File: src/rtl/spg_pkg.sv
`timescale 1ns/1ps
package spg_pkg;
   // larger of two terminal counts, used to size the shared counter
   function automatic int unsigned spg_max(input int unsigned a, input int unsigned b);
      return (a > b) ? a : b;
   endfunction

   // counter width able to hold values 0 .. term-1
   function automatic int unsigned spg_cnt_width(input int unsigned term);
      return (term < 2) ? 1 : $clog2(term);
   endfunction
endpackage

File: src/rtl/spg_src_select.sv
`timescale 1ns/1ps
module spg_src_select #(
   parameter int NUM_CH = 8,
   parameter int IDX_W  = 3
) (
   input  logic              clk,
   input  logic              rst,
   input  logic [NUM_CH-1:0] ch_loss,
   output logic [IDX_W-1:0]  sel_q,
   output logic              all_lost
);
   logic [IDX_W-1:0] sel_d;
   logic             found;
   int               cand;

   // upward search from the current source, wrapping at NUM_CH
   always_comb begin
      all_lost = &ch_loss;
      sel_d    = sel_q;
      found    = 1'b0;
      cand     = 0;
      if (ch_loss[sel_q] && !all_lost) begin
         for (int k = 1; k < NUM_CH; k++) begin
            cand = int'(sel_q) + k;
            if (cand >= NUM_CH) cand = cand - NUM_CH;
            if (!found && !ch_loss[cand]) begin
               sel_d = IDX_W'(cand);
               found = 1'b1;
            end
         end
      end
   end

   always_ff @(posedge clk) begin
      if (rst) sel_q <= '0;
      else     sel_q <= sel_d;
   end
endmodule

File: src/rtl/spg_timebase.sv
`timescale 1ns/1ps
module spg_timebase #(
   parameter int NUM_CH     = 8,
   parameter int IDX_W      = 3,
   parameter int CNT_W      = 21,
   parameter int DS1_COUNT  = 1544000,
   parameter int CEPT_COUNT = 2048000
) (
   input  logic              clk,
   input  logic              rst,
   input  logic [NUM_CH-1:0] ch_clk_en,
   input  logic [NUM_CH-1:0] ch_loss,
   input  logic [NUM_CH-1:0] ch_mode_ds1,
   input  logic [IDX_W-1:0]  sel,
   output logic              master_pulse
);
   localparam logic [CNT_W-1:0] DS1_LAST  = CNT_W'(DS1_COUNT - 1);
   localparam logic [CNT_W-1:0] CEPT_LAST = CNT_W'(CEPT_COUNT - 1);

   logic [CNT_W-1:0] cnt_q;
   logic [CNT_W-1:0] last;
   logic             tick;
   logic             wrap;

   // a lost source contributes no edges; the terminal follows the live strap
   always_comb begin
      tick = ch_clk_en[sel] & ~ch_loss[sel];
      last = ch_mode_ds1[sel] ? DS1_LAST : CEPT_LAST;
      wrap = tick && (cnt_q >= last);
   end

   always_ff @(posedge clk) begin
      if (rst) begin
         cnt_q        <= '0;
         master_pulse <= 1'b0;
      end else begin
         master_pulse <= wrap;
         if (wrap)      cnt_q <= '0;
         else if (tick) cnt_q <= cnt_q + CNT_W'(1);
      end
   end
endmodule

File: src/rtl/spg_retime.sv
`timescale 1ns/1ps
module spg_retime (
   input  logic clk,
   input  logic rst,
   input  logic strobe,
   input  logic master_pulse,
   output logic pulse_out
);
   logic pend_q;

   // pending flag bridges the system-domain strobe to the next channel edge
   always_ff @(posedge clk) begin
      if (rst) begin
         pend_q    <= 1'b0;
         pulse_out <= 1'b0;
      end else if (strobe) begin
         pulse_out <= pend_q;
         pend_q    <= master_pulse;
      end else begin
         pend_q    <= pend_q | master_pulse;
      end
   end
endmodule

File: src/rtl/sec_pulse_gen.sv
`timescale 1ns/1ps
module sec_pulse_gen
   import spg_pkg::*;
#(
   parameter int NUM_CH     = 8,
   parameter int DS1_COUNT  = 1544000,
   parameter int CEPT_COUNT = 2048000,
   localparam int IDX_W     = $clog2(NUM_CH),
   localparam int MAX_TERM  = int'(spg_max(DS1_COUNT, CEPT_COUNT)),
   localparam int CNT_W     = int'(spg_cnt_width(MAX_TERM))
) (
   input  logic              clk,
   input  logic              rst,
   input  logic [NUM_CH-1:0] ch_clk_en,
   input  logic [NUM_CH-1:0] ch_loss,
   input  logic [NUM_CH-1:0] ch_mode_ds1,
   output logic              master_pulse,
   output logic [NUM_CH-1:0] ch_pulse,
   output logic [IDX_W-1:0]  active_src,
   output logic              all_lost
);
   generate
      if (NUM_CH < 2) begin : g_bad_num_ch
         $error("sec_pulse_gen: NUM_CH must be at least 2");
      end
      if (DS1_COUNT < 2) begin : g_bad_ds1
         $error("sec_pulse_gen: DS1_COUNT must be at least 2");
      end
      if (CEPT_COUNT < 2) begin : g_bad_cept
         $error("sec_pulse_gen: CEPT_COUNT must be at least 2");
      end
   endgenerate

   spg_src_select #(
      .NUM_CH (NUM_CH),
      .IDX_W  (IDX_W)
   ) u_sel (
      .clk      (clk),
      .rst      (rst),
      .ch_loss  (ch_loss),
      .sel_q    (active_src),
      .all_lost (all_lost)
   );

   spg_timebase #(
      .NUM_CH     (NUM_CH),
      .IDX_W      (IDX_W),
      .CNT_W      (CNT_W),
      .DS1_COUNT  (DS1_COUNT),
      .CEPT_COUNT (CEPT_COUNT)
   ) u_tb (
      .clk          (clk),
      .rst          (rst),
      .ch_clk_en    (ch_clk_en),
      .ch_loss      (ch_loss),
      .ch_mode_ds1  (ch_mode_ds1),
      .sel          (active_src),
      .master_pulse (master_pulse)
   );

   for (genvar i = 0; i < NUM_CH; i++) begin : g_ch
      spg_retime u_rt (
         .clk          (clk),
         .rst          (rst),
         .strobe       (ch_clk_en[i]),
         .master_pulse (master_pulse),
         .pulse_out    (ch_pulse[i])
      );
   end
endmodule

File: config.mk
export PLATFORM = sky130hd
export DESIGN_NAME = sec_pulse_gen
export DESIGN_NICKNAME = d
export VERILOG_FILES = /design/src/rtl/spg_pkg.sv /design/src/rtl/spg_src_select.sv /design/src/rtl/spg_timebase.sv /design/src/rtl/spg_retime.sv /design/src/rtl/sec_pulse_gen.sv
export SDC_FILE = /design/constraint.sdc
export NUM_CORES = 1
export LEC_CHECK = 0
export BUFFER_PORTS_ARGS = -buffer_cell sky130_fd_sc_hd__buf_2
export CORE_UTILIZATION = 45
export CTS_BUF_LIST = sky130_fd_sc_hd__clkbuf_16
export DETAILED_ROUTE_END_ITERATION = 8
export PLACE_DENSITY_LB_ADDON = 0.3
export SKIP_LAST_GASP = 1
export SYNTH_ARGS = -nofsm -noshare
export SYNTH_HDL_FRONTEND = slang
export SYNTH_HIERARCHICAL = 1
export SYNTH_SLANG_ARGS = --single-unit
File: constraint.sdc
create_clock -name clk -period 4.5 [get_ports clk]
set_clock_uncertainty 0.15 [all_clocks]
set_input_delay 0.9 -clock clk [delete_from_list [all_inputs] [get_ports clk]]
set_output_delay 0.9 -clock clk [all_outputs]
set_load 0.02 [all_outputs]
==> flow_summary.toml <==
[synth]
synth_area_mm2 = 0.00293
synth_seq_cells = 41
synth_edf_count = 0
synth_area_per_cell_um2 = 8.98
synth_top_area_share_pct = 28.0
postSynthCellCount = 326
yosys_warnings = 6
syn-num-nets = 361
yosys.area.top_type = "dfxtp_1"
synthTopCellsByArea = "dfxtp_1, mux4_2, mux2i_1"
netlist-cell-type-count = 51
yosys_most_used_dff = "dfxtp_1"
synth-async-reset-ratio_pct = 0
seq_area_frac_synth_pct = 28.0

[clocking]
post-cts-setup-buffers = 0
cts_made_buffers = 5
clkTransAtPathRegs_ns = 0.06
clk-insertion-delay-late_ns = 0.28
htree_levels = 2
clock_sinks = 41
cts_resized = 0
cts_tree = "built"
cts_root_buf = "clkbuf_16"
cts_buffer_depth = 2
hold_buffers = 0

[die]
row_count = 29
fp.dieH_um = 82.7
pin_count = 39
die_area_mm2 = 0.00684
start_util_pct = 46.4
die_x_um = 82.7
core-area_mm2 = 0.00631

[critical_path]
reg2reg_depth = 10
path_delay_family = "simple AND/OR/NAND/NOR gates"
rr_startpoint = "u_sel/sel_q[0]"
crit_chain = "buf_2 -> mux4_1 -> mux2i_1 -> inv_1 -> ha_1 -> nand4_1 -> or4_1 -> or4_1 -> a32oi_1 -> buf_4 -> a21oi_1"
critPathRequiredTime_ns = 4.51
crit_path_top_delay_cell = "or4_1"
crit_path_max_fanout = 10
worstSetupStartpointType = "input port"
crit_path_frequent_cell = "or4_1"
critPathKind = "input port to register"
crit_arrival_ns = 3.72
endpoint_kind = "register"
path_buf_inv = 3
r2r_end = "u_tb/cnt_q[9]"
r2r_setup_slack_ns = 1.01
cpPeakStageDelay_ns = 0.50

[route]
drt_pass1_iterations = 5
drt_iter0_markers = 170
routed_wl_um = 6890
antenna_left = 0
wl_per_cell_um = 15.7
via_per_inst = 6.14
remaining_drc_errors = 0
vias = 2702

[pwr]
power_density_mw_per_mm2 = 481
power.static_leakage_nw = 1.19
power_mw = 1.59
ir_worst_vdd_mv = 0.276

[sta]
rsz0062_at_grt = "no"
slew_viol_final = 0
setup_tns_ns = 0
period_minus_slack_ns = 3.71
post-route-period-util_pct = 82.5
timing.fmax_ghz = 0.269
setup_viol = 0
worst_slew_pin_slew_ns = 0.528
hold_violations = 0
relSlewSlack_pct = 64.8
worst_hold_slack_ns = 0.343
finalWorstSetupSlack_ns = 0.787

[placement]
dp.cells = 432
dp_slack_ns = 0.504
gp_congestion = 0.818
detailed_place_hpwl_um = 4980
numPortBuffers = 38

[global_routing]
gr-total-overflow = 0
grt_max_degree = 34
track_usage_pct = 21.3
antenna_found_initial = 0
grt_pass1_vias = 2425
grt_pass1_wl_um = 11400

[min_path]
hp-start = "g_ch[5].u_rt/pend_q"
min_path_type = "register to register"
hold_end = "g_ch[5].u_rt/pend_q"
whs_path_depth = 2

[final_layout]
multiInputGateArea_mm2 = 0.00194
syn_to_final_growth_pct = 13.1
nets = 397
seqCellArea_um2 = 821
num_antenna_cells = 0
drive_gt1_share_pct = 23.4
layout.cells.non_filler = 440
n_fill_cell = 579

[flow_run]
cap_violations = 0

[status]
run_status = "finished clean"
-- where the power goes --
group          leakage (nW)  switching, mW  total [mW]  internal (mW)
registers             0.331         0.0237       0.407          0.383
clock network        0.0702          0.149       0.356          0.206
logic                 0.791          0.466       0.830          0.364
-- cells by family (layout without fill, tap and decap cells) --
logic type / after synthesis / in the layout / synth area share [%]
buffers and inverters: 36 / 73 / 5.77
multiplexers: 37 / 37 / 20.0
flip-flops: 41 / 41 / 28.0
AO/OA/AOI/OAI: 82 / 82 / 18.7
XOR/XNOR: 3 / 3 / 1.15
adder cells (fa/ha/maj): 9 / 9 / 3.84
AND/OR/NAND/NOR: 118 / 118 / 22.6
-- cell usage after synthesis (2+ instances only) --
cell type and count:
nor3_1 5, buf_2 3, nand2b_1 21, or4_1 7, or2_2 3, a211oi_1 3
buf_4 2, mux2_2 2, nand2_1 15, mux2i_1 16, or4_4 2, nor2_1 17
a31oi_1 2, mux4_1 3, nand4_1 12, a21oi_2 10, a21o_1 2, o21bai_1 3
mux2i_2 2, a32oi_1 2, buf_1 2, o21ai_0 18, nand3_1 12, xor2_1 2
or3_1 15, mux4_2 12, and2_1 3, o41ai_1 2, ha_1 9, buf_6 3
nor2b_1 2, dfxtp_1 41, a21oi_1 22, clkbuf_1 4, o31ai_1 8, and4_1 2
o21ai_1 2, inv_1 22
-- worst min-delay path, cell delays in order, from the launching register on --
cell	delay [ns]
dfxtp_1	0.31
nand2b_1	0.08
a21oi_2	0.05
-- flip-flops by register name, indices dropped and copies added, names as in the netlist --
name and flops:
g_ch.u_rt/pulse_out 8, u_tb/cnt_q 21, g_ch.u_rt/pend_q 8, u_sel/sel_q 3
u_tb/master_pulse 1
-- how the worst max path moves through the flow --
stage               cells past startpoint              to  slack, ns      startpoint
floorplan                              10   u_tb/cnt_q[0]       0.78  ch_mode_ds1[5]
CTS                                    11   u_tb/cnt_q[9]       0.78  ch_mode_ds1[5]
global placement                       11   u_tb/cnt_q[1]       0.59  ch_mode_ds1[5]
finish                                 11   u_tb/cnt_q[9]       0.79  ch_mode_ds1[5]
detailed placement                     11  u_tb/cnt_q[17]       0.50  ch_mode_ds1[5]
global route                           11   u_tb/cnt_q[9]       0.62  ch_mode_ds1[5]
-- layer usage --
layer  vias up  share of wire, %  GRT usage (%)
met4         0              0.35           4.14
met3         2               6.4           3.08
met5         -                 0              0
met2       104                46           33.1
li1       1312                 -              -
met1      1284                47           31.3
-- metrics by stage --
step | util [%] | instance area, um^2
6_report | 52.5 | 3310
5_1_grt | 52.5 | 3310
4_1_cts | 52.5 | 3310
3_5_place_dp | 50.2 | 3170
3_3_place_gp | 50.2 | 3170
2_1_floorplan | - | 2930
-- layout make-up --
class / count / share of cell area (%)
timing repair buffer: 43 / 6.87
multi-input combinational: 249 / 58.5
clock inverter: 3 / 0.642
inverter: 22 / 2.49
clock buffer: 5 / 3.78
sequential: 41 / 24.8
tap: 77 / 2.91
-- layout by cell type (no fill, tap or decap), types with 3 or more instances in the layout --
cell       instances
nor3_1             5
o21ai_0           18
inv_1             22
or2_2              3
a21oi_1           22
a21oi_2           10
buf_4              5
dfxtp_1           41
clkbuf_16          5
a211oi_1           3
or4_1              7
ha_1               9
and2_1             3
nand2b_1          21
mux2i_1           16
buf_2             38
o31ai_1            8
mux4_2            12
nand2_1           15
mux4_1             3
nor2_1            17
or3_1             15
nand4_1           12
o21bai_1           3
nand3_1           12
No activity file was read; power rests on OpenSTA's default activity.
